===== src/rtl/sysclk_pkg.sv =====
package sysclk_pkg;
  typedef enum logic [1:0] {SRC_HI = 2'd0, SRC_PLL = 2'd1, SRC_SUB = 2'd2} src_e;
  typedef enum logic [1:0] {SB_RUN, SB_IDLE2, SB_IDLE1, SB_STOP} stby_e;

  localparam logic [1:0] HALT_IDLE2 = 2'd1;
  localparam logic [1:0] HALT_IDLE1 = 2'd2;
  localparam logic [1:0] HALT_STOP  = 2'd3;

  localparam logic [2:0] MODE_NORMAL = 3'd0;
  localparam logic [2:0] MODE_PLL    = 3'd1;
  localparam logic [2:0] MODE_SLOW   = 3'd2;
  localparam logic [2:0] MODE_IDLE2  = 3'd3;
  localparam logic [2:0] MODE_IDLE1  = 3'd4;
  localparam logic [2:0] MODE_STOP   = 3'd5;
endpackage


===== src/rtl/sysclk_gear_div.sv =====
module sysclk_gear_div
  import sysclk_pkg::*;
#(
  parameter int GEAR_MAX = 4,
  parameter int FC_RATIO = 4,
  localparam int GEAR_W  = $clog2(GEAR_MAX + 1)
) (
  input  logic              clk,
  input  logic              rst_n,
  input  logic              run,
  input  logic              sub_tick,
  input  logic              pll_lock,
  input  src_e              tgt_src,
  input  logic [GEAR_W-1:0] tgt_gear,
  output src_e              act_src,
  output logic              tick
);
  localparam int MAXP  = FC_RATIO << (GEAR_MAX + 1);
  localparam int CNT_W = $clog2(MAXP);

  logic [CNT_W-1:0]  cnt_q;
  logic              half_q;
  logic [GEAR_W-1:0] act_gear;
  src_e              src_nxt;
  logic [GEAR_W-1:0] gear_nxt;

  function automatic logic [CNT_W-1:0] reload(input src_e s, input logic [GEAR_W-1:0] g);
    int p;
    p = ((s == SRC_PLL) ? 1 : FC_RATIO) << (int'(g) + 1);
    return CNT_W'(p - 1);
  endfunction

  always_comb begin
    if (act_src == SRC_SUB) tick = run && sub_tick && half_q;
    else                    tick = run && (cnt_q == '0);
  end

  always_comb begin
    src_nxt  = act_src;
    gear_nxt = act_gear;
    if (tick) begin
      gear_nxt = tgt_gear;
      if ((tgt_src != act_src) && ((tgt_src != SRC_PLL) || pll_lock))
        src_nxt = tgt_src;
    end
  end

  always_ff @(posedge clk) begin
    if (!rst_n) begin
      act_src  <= SRC_HI;
      act_gear <= GEAR_W'(GEAR_MAX);
      cnt_q    <= reload(SRC_HI, GEAR_W'(GEAR_MAX));
      half_q   <= 1'b0;
    end else if (!run) begin
      cnt_q  <= reload(act_src, act_gear);
      half_q <= 1'b0;
    end else begin
      act_src  <= src_nxt;
      act_gear <= gear_nxt;
      if (tick) begin
        cnt_q  <= reload(src_nxt, gear_nxt);
        half_q <= 1'b0;
      end else if (act_src != SRC_SUB) begin
        cnt_q <= cnt_q - 1'b1;
      end else if (sub_tick) begin
        half_q <= 1'b1;
      end
    end
  end
endmodule


===== src/rtl/sysclk_req_filter.sv =====
module sysclk_req_filter
  import sysclk_pkg::*;
#(
  parameter int GEAR_MAX = 4,
  localparam int GEAR_W  = $clog2(GEAR_MAX + 1)
) (
  input  logic              running,
  input  src_e              act_src,
  input  src_e              tgt_src,
  input  logic              pll_en_q,
  input  logic [1:0]        halt_sel_q,
  input  logic              wr_gear,
  input  logic [GEAR_W-1:0] gear_val,
  input  logic              wr_sel,
  input  logic [1:0]        sel_val,
  input  logic              wr_pll,
  input  logic              pll_val,
  input  logic              wr_halt,
  input  logic              halt_req,
  output logic              ok_gear,
  output logic              ok_sel,
  output logic              ok_pll,
  output logic              ok_halt_wr,
  output logic              ok_halt,
  output logic              bad
);
  logic in_slow;
  logic pll_busy;

  assign in_slow  = (act_src == SRC_SUB) || (tgt_src == SRC_SUB);
  assign pll_busy = (act_src == SRC_PLL) || (tgt_src == SRC_PLL);

  always_comb begin
    ok_gear    = running && (int'(gear_val) <= GEAR_MAX);
    ok_pll     = running && !in_slow && (pll_val || !pll_busy);
    ok_halt_wr = running;
    ok_halt    = running && (halt_sel_q != 2'd0) &&
                 !((halt_sel_q == HALT_STOP) && pll_en_q);
    case (sel_val)
      2'd0:    ok_sel = running;
      2'd1:    ok_sel = running && !in_slow && pll_en_q;
      2'd2:    ok_sel = running && !pll_busy;
      default: ok_sel = 1'b0;
    endcase
    bad = (wr_gear && !ok_gear) || (wr_sel && !ok_sel) || (wr_pll && !ok_pll) ||
          (wr_halt && !ok_halt_wr) || (halt_req && running && !ok_halt);
  end
endmodule


===== src/rtl/sysclk_stby_fsm.sv =====
module sysclk_stby_fsm
  import sysclk_pkg::*;
(
  input  logic       clk,
  input  logic       rst_n,
  input  logic       halt_go,
  input  logic [1:0] halt_sel,
  input  logic       wake_irq,
  output stby_e      stby
);
  always_ff @(posedge clk) begin
    if (!rst_n) begin
      stby <= SB_RUN;
    end else begin
      case (stby)
        SB_RUN: begin
          if (halt_go) begin
            case (halt_sel)
              HALT_IDLE1: stby <= SB_IDLE1;
              HALT_STOP:  stby <= SB_STOP;
              default:    stby <= SB_IDLE2;
            endcase
          end
        end
        default: if (wake_irq) stby <= SB_RUN;
      endcase
    end
  end
endmodule


===== src/rtl/sysclk_mode_ctrl.sv =====
module sysclk_mode_ctrl
  import sysclk_pkg::*;
#(
  parameter int GEAR_MAX = 4,
  parameter int FC_RATIO = 4,
  localparam int GEAR_W  = $clog2(GEAR_MAX + 1)
) (
  input  logic              clk,
  input  logic              rst_n,
  input  logic              sub_tick,
  input  logic              wr_gear,
  input  logic [GEAR_W-1:0] gear_val,
  input  logic              wr_sel,
  input  logic [1:0]        sel_val,
  input  logic              wr_pll,
  input  logic              pll_val,
  input  logic              wr_halt,
  input  logic [1:0]        halt_val,
  input  logic              err_clr,
  input  logic              halt_req,
  input  logic              wake_irq,
  input  logic              pll_lock,
  output logic              state_clk_en,
  output logic              osc_hi_en,
  output logic              osc_lo_en,
  output logic              pll_run,
  output logic              periph_run,
  output logic [2:0]        mode,
  output logic              err
);
  logic [GEAR_W-1:0] tgt_gear;
  src_e              tgt_src;
  src_e              act_src;
  logic              pll_en_q;
  logic [1:0]        halt_sel_q;
  logic              err_q;
  stby_e             stby;
  logic              running;
  logic ok_gear, ok_sel, ok_pll, ok_halt_wr, ok_halt, bad;

  assign running = (stby == SB_RUN);

  sysclk_req_filter #(.GEAR_MAX(GEAR_MAX)) u_filter (
    .running(running), .act_src(act_src), .tgt_src(tgt_src), .pll_en_q(pll_en_q),
    .halt_sel_q(halt_sel_q), .wr_gear(wr_gear), .gear_val(gear_val), .wr_sel(wr_sel),
    .sel_val(sel_val), .wr_pll(wr_pll), .pll_val(pll_val), .wr_halt(wr_halt),
    .halt_req(halt_req), .ok_gear(ok_gear), .ok_sel(ok_sel), .ok_pll(ok_pll),
    .ok_halt_wr(ok_halt_wr), .ok_halt(ok_halt), .bad(bad)
  );

  sysclk_gear_div #(.GEAR_MAX(GEAR_MAX), .FC_RATIO(FC_RATIO)) u_div (
    .clk(clk), .rst_n(rst_n), .run(running), .sub_tick(sub_tick), .pll_lock(pll_lock),
    .tgt_src(tgt_src), .tgt_gear(tgt_gear), .act_src(act_src), .tick(state_clk_en)
  );

  sysclk_stby_fsm u_fsm (
    .clk(clk), .rst_n(rst_n), .halt_go(halt_req && ok_halt), .halt_sel(halt_sel_q),
    .wake_irq(wake_irq), .stby(stby)
  );

  always_ff @(posedge clk) begin
    if (!rst_n) begin
      tgt_gear   <= GEAR_W'(GEAR_MAX);
      tgt_src    <= SRC_HI;
      pll_en_q   <= 1'b0;
      halt_sel_q <= HALT_IDLE2;
      err_q      <= 1'b0;
    end else begin
      if (wr_gear && ok_gear)   tgt_gear   <= gear_val;
      if (wr_sel && ok_sel)     tgt_src    <= src_e'(sel_val);
      if (wr_pll && ok_pll)     pll_en_q   <= pll_val;
      if (wr_halt && ok_halt_wr) halt_sel_q <= halt_val;
      if (bad)          err_q <= 1'b1;
      else if (err_clr) err_q <= 1'b0;
    end
  end

  always_comb begin
    case (stby)
      SB_IDLE2: mode = MODE_IDLE2;
      SB_IDLE1: mode = MODE_IDLE1;
      SB_STOP:  mode = MODE_STOP;
      default: begin
        case (act_src)
          SRC_PLL: mode = MODE_PLL;
          SRC_SUB: mode = MODE_SLOW;
          default: mode = MODE_NORMAL;
        endcase
      end
    endcase
  end

  assign osc_hi_en  = (stby != SB_STOP);
  assign osc_lo_en  = (stby != SB_STOP);
  assign periph_run = (stby == SB_RUN) || (stby == SB_IDLE2);
  assign pll_run    = pll_en_q;
  assign err        = err_q;
endmodule


===== config.mk =====
export PLATFORM = sky130hd
export DESIGN_NAME = sysclk_mode_ctrl
export DESIGN_NICKNAME = d
export VERILOG_FILES = /design/src/rtl/sysclk_pkg.sv /design/src/rtl/sysclk_gear_div.sv /design/src/rtl/sysclk_req_filter.sv /design/src/rtl/sysclk_stby_fsm.sv /design/src/rtl/sysclk_mode_ctrl.sv
export SDC_FILE = /design/constraint.sdc
export NUM_CORES = 1
export LEC_CHECK = 0
export ABC_AREA = 1
export BUFFER_PORTS_ARGS = -buffer_cell sky130_fd_sc_hd__buf_2
export CORE_MARGIN = 2
export CORE_UTILIZATION = 43
export CTS_CLUSTER_SIZE = 24
export DETAILED_ROUTE_END_ITERATION = 8
export PLACE_DENSITY_LB_ADDON = 0.12
export SLEW_MARGIN = 20
export SYNTH_ARGS = -nofsm -noshare
export SYNTH_HDL_FRONTEND = slang
export SYNTH_HIERARCHICAL = 1
export SYNTH_SLANG_ARGS = --single-unit

===== constraint.sdc =====
create_clock -name clk -period 4.4 [get_ports clk]
set_clock_uncertainty 0.2 [all_clocks]
set_input_delay 0.88 -clock clk [delete_from_list [all_inputs] [get_ports clk]]
set_output_delay 0.88 -clock clk [all_outputs]
set_load 0.05 [all_outputs]

==> impl_metrics.toml, run 1 <==
[finish]
syn2layout_area_growth_pct = 10.23
nFillCells = 525
final_common_cell = "nand2_1"
drive_gt1_frac = 0.2057
n_antenna_cell = 0
design_area_um2 = 2266
nNetsFinal = 376
final_cell_mix = "nand2_1, inv_1, nor2_1"

[worst_hold_path]
min_path_cells = 2
hold_path_class = "flop to flop"

[clock_network]
postCtsSetupRepairBufs = 0
cts_buffers = 3
path_clk_slew_ns = 0.09
htree_levels = 1
cts_hold_buf = 0
cts_root_buf = "clkbuf_8"
post_cts_resized = 0
cts_max_path_buffers = 2
clock_sinks = 24
cts_tree = "built"
clk-insertion-delay-late_ns = 0.26

[global_routing]
grt_pass1_wl_um = 8321
track_usage = 0.2000
grt_pass1_vias = 1871
antenna_found_initial = 0
grt_remaining_overflow = 0
grt_max_degree = 17

[power]
leakagePower_nw = 1.138
ir_drop_mv = 0.1684
p_per_area_nw_per_um2 = 325.1
total_power_mw = 0.7365

[synth]
ys_seq_elements = 24
synth_ff_type = "dfxtp_1"
syn-mean-instance-area_um2 = 6.345
synth.distinct_cells = 39
yosysSeqAreaShare = 0.2337
ys_warn_count = 6
netlist_instances = 324
syn_nets = 349
async_reset_ff_frac = 0
netlist_area_um2 = 2056
synth-edff-count = 0

[sta]
slew-limit-headroom = 0.6910
final.setup.tns_ns = 0
fmax_mhz = 282.8
worst-slew-pin-transition_ns = 0.4617
rsz0062_at_grt = "no"
finalCriticalPeriod_ns = 3.535
drv_slew = 0
fin_crit_sh = 0.8035
hold_viol = 0
finalSetupViolCount = 0

[routing]
num_vias = 2012
first_pass_iters = 4
ant_nets = 0
route.detailed.drc = 0
routedWlPerCell_um = 11.92
vias_per_cell = 4.980
wl_um = 4816
initialDrtViolationCount = 165

[job]
cap_violations = 0

[placement]
placed_area_um2 = 2211
gp_congestion = 0.8250
portBuffers = 27
place_hpwl_um = 3850

[worst_setup_path]
cp.required_ns = 4.37
path_class = "flop to flop"
cp.arrival_ns = 3.50
worst_setup_path_start_kind = "flop"
reg2reg_depth = 19
endpoint_kind = "flop"
cp_max_fo = 12

[floorplan]
die-area_um2 = 5349
die_w_um = 73.14
core_um2 = 4661
rows = 25
start_util = 0.4411
fp.dieH_um = 73.14
io_pins = 28

[outcome]
status = "finished, final reports clean"
==> layout make-up <==
type | count | area (um2) | area share
multi-input combinational | 231 | 1284 | 0.5665
inverter | 63 | 236.5 | 0.1044
timing repair buffer | 28 | 142.6 | 0.06295
tap | 54 | 67.56 | 0.02982
clock buffer | 4 | 55.05 | 0.02430
sequential | 24 | 480.5 | 0.2120
==> per-stage QoR <==
step | worst slack (ns) | cells | utilization | hold slack [ns]
6_report | 0.8645 | 404 | 0.4862 | 0.2912
5_1_grt | 0.4640 | 404 | 0.4862 | 0.3302
4_1_cts | 0.8566 | 404 | 0.4862 | 0.2926
3_5_place_dp | 0.7945 | 400 | 0.4744 | 0.2809
3_3_place_gp | 0.8540 | 400 | 0.4744 | 0.2725
2_1_floorplan | 1.057 | 324 | - | 0.2500
==> state kept, by name, summed over array words and instances (netlist names) <==
name	flops
u_div/cnt_q	7
u_div/half_q	1
pll_run	1
tgt_gear	3
tgt_src	2
halt_sel_q	2
u_div/act_gear	3
u_div/act_src	2
u_fsm/stby	2
err	1
==> routing by layer <==
layer | part of all wire | up-vias | track usage | wire [um]
met2 | 0.46 | 49 | 0.3263 | 2235
met1 | 0.49 | 883 | 0.2687 | 2344
met4 | 0.013 | 0 | 0.07819 | 63
met3 | 0.036 | 6 | 0.02210 | 173
met5 | 0 | - | 0 | 0
li1 | - | 1074 | - | -
==> power by group <==
group	leakage, nW	switching (mW)	internal (mW)
Sequential	0.198	0.0314	0.247
Combinational	0.912	0.204	0.102
Clock	0.0288	0.0718	0.0799
Total	1.14	0.308	0.429
==> final timing paths <==
check / endpoint / startpoint / slack, ns
worst min-delay path: u_div/half_q / u_div/half_q / 0.29
worst min register to register: u_div/half_q / u_div/half_q / 0.29
worst max register to register: u_div/cnt_q[6] / u_fsm/stby[1] / 0.86
worst max-delay path: u_div/cnt_q[6] / u_fsm/stby[1] / 0.86
==> cells in the mapped netlist (all sizes together) (3+ instances only) <==
| cell type | instances | area, um2 |
|---|---|---|
| a21oi | 13 | 68.82 |
| buf | 4 | 37.53 |
| dfxtp | 24 | 480.5 |
| ha | 6 | 75.07 |
| inv | 62 | 232.7 |
| nand2 | 97 | 436.7 |
| nand3 | 33 | 210.2 |
| nand4 | 8 | 50.05 |
| nor2 | 36 | 155.1 |
| o21ai | 16 | 110.1 |
| xnor2 | 3 | 26.28 |
| xor2 | 4 | 35.03 |
==> cell families after synthesis <==
group,count (synthesis),share of synthesized area
buf+inv,69,0.1418
flops,24,0.2337
compound gates,40,0.1290
xor+xnor,7,0.02982
simple gates,178,0.4291
fa+ha+maj,6,0.03652
==> worst max-delay path: stages, from the launching register on <==
cell      delay (ns)
dfxtp_1         0.38
nor2_1          0.39
inv_2           0.17
o21ai_4         0.31
nand2_4         0.17
nand2_1         0.14
nand2_4         0.08
ha_1            0.33
nand3b_2        0.28
nor3_1          0.21
inv_1           0.08
ha_1            0.21
inv_1           0.08
nor2_1          0.06
nand4_1         0.07
nand3_1         0.08
nand2_1         0.06
nand2_1         0.04
nand2_1         0.05
nand2_1         0.04
Power figures use the tool's default switching activity.
==> run 2, diff against run 1 <==
ABC_AREA = 0   (was 1)
clock period = 2.9 ns   (was 4.4 ns; I/O delays follow)
==> run 2 against run 1 <==
Largest cell class unchanged. Design area increased by 35%. Synthesized area increased by 8.8%. Sequential share of layout area decreased by 5.2 points. Setup slack got worse by 1.4 ns. Via count increased by 25%. Worst hold slack improved by 0.034 ns. Total power increased by 34%. First-iteration DRC count unchanged. Largest power group is now registers. Die area increased by 8.3%. The run now ends with setup timing left. Critical path type unchanged. Critical path depth decreased by 6.
==> impl_metrics.toml, run 2 <==
[routing]
wl_um = 6626
routedWlPerCell_um = 14.99
initialDrtViolationCount = 165
num_vias = 2508
first_pass_iters = 5
ant_nets = 0
vias_per_cell = 5.674
route.detailed.drc = 0

[synth]
netlist_instances = 297
synth.distinct_cells = 74
ys_warn_count = 6
syn_nets = 322
synth_area_leaders = "dfxtp_1, nand2_1, o21ai_0, ha_1, a21oi_1"
syn-mean-instance-area_um2 = 7.532
synth_ff_type = "dfxtp_1"
ys_seq_elements = 24
async_reset_ff_frac = 0
yosysTopAreaCell = "dfxtp_1"
synth-edff-count = 0
yosysSeqAreaShare = 0.2148
yosysMostFrequentCell = "nand2_1"
synth_top_area_share = 0.2148
netlist_area_um2 = 2237
synthTopCellsByCount = "nand2_1, dfxtp_1, inv_1"

[job]
cap_violations = 0

[clock_network]
clk-insertion-delay-late_ns = 0.27
cts_hold_buf = 0
htree_levels = 1
clock_sinks = 24
cts_max_path_buffers = 2
cts_buffers = 3
cts_root_buf = "clkbuf_8"
path_clk_slew_ns = 0.09
cts_tree = "built"

[outcome]
status = "complete, but fails checks"
violations = "setup timing"

[floorplan]
io_pins = 28
die-area_um2 = 5796
rows = 26
fp.dieH_um = 76.13
start_util = 0.4408
core_um2 = 5075
die_w_um = 76.13

[power]
p_per_area_nw_per_um2 = 321.6
ir_drop_mv = 0.1833
leakagePower_nw = 1.225
combPwrFrac = 0.301
clkPwrFrac = 0.305
power_frac_seq = 0.393
p_int_mw = 0.6798
power_switching_share = 0.3098
p_sw_mw = 0.3051

[finish]
layout.cells.non_filler = 442
final_util = 0.6036
syn2layout_area_growth_pct = 36.91
final_common_cell = "buf_4"
drive_gt1_frac = 0.3817
nNetsFinal = 398
regMostFlops = "u_div/cnt_q"
reg_top3 = "u_div/cnt_q: 7 flops, tgt_gear: 3 flops, u_div/act_gear: 3 flops"
final_cell_mix = "buf_4, nand2_1, buf_2"
largest_reg_flops = 7
design_area_um2 = 3063
n_antenna_cell = 0

[sta]
worst-slew-pin-transition_ns = 0.4627
fmax_mhz = 289.3
fin_crit_sh = 1.192
finalCriticalPeriod_ns = 3.456
setup_slack_ns = -0.5561
finalSetupViolCount = 7
drv_slew = 0
hold_viol = 0
rsz0062_at_grt = "yes"
slew-limit-headroom = 0.6887
fin_hold_ws_ns = 0.3257
final.setup.tns_ns = -3.086

[global_routing]
grt_remaining_overflow = 0
grt_pass1_wl_um = 11120
grt_pass1_vias = 2252
antenna_found_initial = 0
track_usage = 0.2303
grt_max_degree = 19

[worst_setup_path]
endpoint_kind = "flop"
cp.arrival_ns = 3.46
cp.required_ns = 2.91
worst_setup_path_start_kind = "flop"
cp_max_fo = 6
path_class = "flop to flop"

[placement]
place_hpwl_um = 5136
dp.cells = 435
placed_area_um2 = 2887
portBuffers = 27
gp_congestion = 0.9489

[worst_hold_path]
hold_path_class = "flop to flop"
-- run 2: worst max-delay path, stage by stage, from the launching register on --
cell	delay (ns)
dfxtp_2	0.33
or4_4	0.55
nor3_4	0.24
o21ai_1	0.14
nand2_1	0.15
ha_4	0.20
buf_4	0.16
buf_4	0.12
nand4_1	0.08
and4b_1	0.26
or3_4	0.38
ha_4	0.22
mux2_4	0.27
o21ai_2	0.11
-- run 2: what timing repair did --
action                                  CTS  global route
gates resized for setup                   5            11
endpoints found under the setup margin    7             8
pin swaps                                11             7
buffers inserted                          2             1
-- run 2: worst paths after layout --
kind / startpoint / end / slack (ns) / cells after the start
worst max-delay path: u_div/cnt_q[3] / u_div/cnt_q[1] / -0.56 / 13
worst min register to register: tgt_gear[1] / tgt_gear[1] / 0.33 / 2
worst min-delay path: tgt_gear[1] / tgt_gear[1] / 0.33 / 2
worst max register to register: u_div/cnt_q[3] / u_div/cnt_q[1] / -0.56 / 13
-- run 2: metrics by stage --
step	setup slack [ns]	power, mW
2_1_floorplan	-0.7804	0.5748
3_3_place_gp	-0.5002	0.6770
3_5_place_dp	-0.5752	0.6790
4_1_cts	-0.5619	0.9812
5_1_grt	-0.6443	1.037
6_report	-0.5561	0.9850
-- run 2: cells by family after synthesis --
| kind of cell | Yosys count | share of synthesized area |
|---|---|---|
| xor+xnor | 9 | 0.03523 |
| simple gates | 136 | 0.3322 |
| mux | 7 | 0.03300 |
| compound gates | 81 | 0.2797 |
| fa+ha+maj | 6 | 0.03356 |
| flops | 24 | 0.2148 |
| buf+inv | 34 | 0.07159 |
-- run 2: power by group through the flow --
stage / Clock, mW / Combinational, mW / Sequential (mW)
2_1_floorplan: 0 / 0.165 / 0.410
3_3_place_gp: 0 / 0.284 / 0.393
3_5_place_dp: 0 / 0.286 / 0.393
4_1_cts: 0.307 / 0.288 / 0.387
5_1_grt: 0.322 / 0.324 / 0.392
6_report: 0.301 / 0.297 / 0.388
-- run 2: per-layer routing --
layer,share of wire,global-route usage,vias to the layer above
met4,0.0060,0.03636,0
met5,0,0,-
met3,0.060,0.01777,6
met2,0.45,0.3634,90
li1,-,-,1245
met1,0.48,0.3489,1167
-- run 2: cell type report --
type	instances	area, um2
Timing Repair Buffer	87	585.6
Inverter	18	72.57
Fill cell	486	2012
Multi-Input combinational cell	239	1757
Tap cell	70	87.58
Clock buffer	3	41.29
Clock inverter	1	30.03
Sequential cell	24	489.2
==> run 3, diff against run 2 <==
SETUP_SLACK_MARGIN = 0.5   (was not set)
==> run 3 against run 2 <==
The run still ends with setup timing left. Non-clock buffer count up 13. First-iteration DRC count down 20%. Register-to-register slack is essentially flat. Via count up 0.48%. Clock power grew 2%. Critical path depth grew 2.
==> impl_metrics.toml, run 3 (same netlist as run 2, synthesis figures left out) <==
[power]
total_power_mw = 0.9973
leakagePower_nw = 1.316
p_per_area_nw_per_um2 = 303.3
ir_drop_mv = 0.2212

[placement]
place_hpwl_um = 5195
gp_congestion = 0.9219
portBuffers = 27
placed_area_um2 = 2904
dp_slack_ns = -0.5912

[routing]
first_pass_iters = 4
routedWlPerCell_um = 15.45
num_vias = 2520
vias_per_cell = 5.538
ant_nets = 0
wl_um = 7032
route.detailed.drc = 0
initialDrtViolationCount = 132

[sta]
rsz0062_at_grt = "yes"
fmax_mhz = 289.6
final.setup.tns_ns = -3.537
drv_slew = 0
setup_slack_ns = -0.5529
fin_crit_sh = 1.191
hold_viol = 0
slew-limit-headroom = 0.6550
worst-slew-pin-transition_ns = 0.5130
finalCriticalPeriod_ns = 3.453
finalSetupViolCount = 8

[outcome]
status = "complete, but fails checks"
violations = "setup timing"

[clock_network]
cts_max_path_buffers = 2
clock_sinks = 24
htree_levels = 1
cts_root_buf = "clkbuf_8"
path_clk_slew_ns = 0.09
clk-insertion-delay-late_ns = 0.28
cts_tree = "built"
cts_buffers = 3

[global_routing]
track_usage = 0.2532
grt_remaining_overflow = 0
antenna_found_initial = 0
grt_pass1_wl_um = 11940
grt_max_degree = 25
grt_pass1_vias = 2473

[worst_hold_path]
min_path_cells = 2
min_to = "tgt_gear[1]"
hold_path_class = "flop to flop"
hp-start = "tgt_gear[1]"

[worst_setup_path]
worst_setup_path_start_kind = "flop"
cp.arrival_ns = 3.42
reg2reg_depth = 15
r2r_setup_slack_ns = -0.55
rr_endpoint = "u_div/cnt_q[4]"
cp_max_fo = 6
endpoint_kind = "flop"
crit_start = "u_div/cnt_q[2]"
r2r-start = "u_div/cnt_q[2]"
cp.required_ns = 2.87
path_class = "flop to flop"

[floorplan]
core_um2 = 5075
die-area_um2 = 5796
rows = 26
fp.dieH_um = 76.13
start_util = 0.4408
die_w_um = 76.13
io_pins = 28

[finish]
nNetsFinal = 411
largest_reg_flops = 7
final_common_cell = "buf_4"
reg_top3 = "u_div/cnt_q: 7 flops, tgt_gear: 3 flops, u_div/act_gear: 3 flops"
n_antenna_cell = 0
design_area_um2 = 3288
syn2layout_area_growth_pct = 46.98
regMostFlops = "u_div/cnt_q"
final_cell_mix = "buf_4, nand2_1, buf_2"
drive_gt1_frac = 0.4260

[job]
cap_violations = 0
==> run 3: cell types whose count changed in the layout (fill, tap and decap cells not counted), moves of 2 or more <==
cell / before / now
buf_6: 0 / 10
buf_12: 0 / 4
nand2_2: 3 / 6
nand2_1: 40 / 38
nor3_1: 7 / 5
nor3_2: 1 / 3
o31ai_1: 2 / 0
o31ai_2: 0 / 2
==> run 3: layer usage <==
metal | track usage | up-vias | part of all wire
li1 | - | 1269 | -
met1 | 0.3557 | 1166 | 0.48
met2 | 0.4134 | 70 | 0.44
met3 | 0.01896 | 15 | 0.047
met4 | 0.08182 | 0 | 0.026
met5 | 0 | - | 0
==> run 3: how the worst max path moves through the flow <==
stage / slack [ns] / end
finish: -0.55 / u_div/cnt_q[4]
global placement: -0.52 / u_div/cnt_q[1]
floorplan: -0.78 / u_div/cnt_q[1]
detailed placement: -0.59 / u_div/cnt_q[4]
CTS: -0.59 / u_div/cnt_q[4]
global route: -0.67 / u_div/cnt_q[4]
==> run 3: area by class of cell <==
type	count	area, um2
clock buffer	3	41.29
sequential	24	489.2
timing repair buffer	100	780.7
multi-input combinational	239	1787
clock inverter	1	30.03
tap	70	87.58
inverter	18	72.57
fill	485	1787
==> run 3: what timing repair did <==
action	CTS	global route
setup buffers	14	2
gates resized for setup	29	13
hold buffers	0	0
setup endpoints to repair	8	11
pin swaps	13	11
==> run 3: metrics by stage <==
stage                     utilization  cells  hold slack (ns)
after global routing           0.6479    455           0.3537
after detailed placement       0.5722    435           0.2943
after global placement         0.5722    435           0.2981
final                          0.6479    455           0.3069
after CTS                      0.6334    453           0.3110
after floorplan                     -    297           0.2600
==> run 3: critical path, cell delays in order (launching register included) <==
cell and delay, ns:
dfxtp_2 0.33, or4_4 0.55, nor3_4 0.22, nor2_4 0.08, nand2_1 0.09, nand2_2 0.08
ha_4 0.19, nor4b_2 0.21, mux2_4 0.19, a211oi_2 0.04, and4b_1 0.21, or3_4 0.38
ha_4 0.21, o2111ai_2 0.09, o2111a_1 0.22, a2bb2oi_2 0.06
==> run 3: where the power goes <==
group	total [mW]	leakage [nW]	switching, mW	internal [mW]
Clock	0.307	0.0357	0.122	0.185
Combinational	0.304	1.08	0.164	0.140
Sequential	0.386	0.197	0.0268	0.360
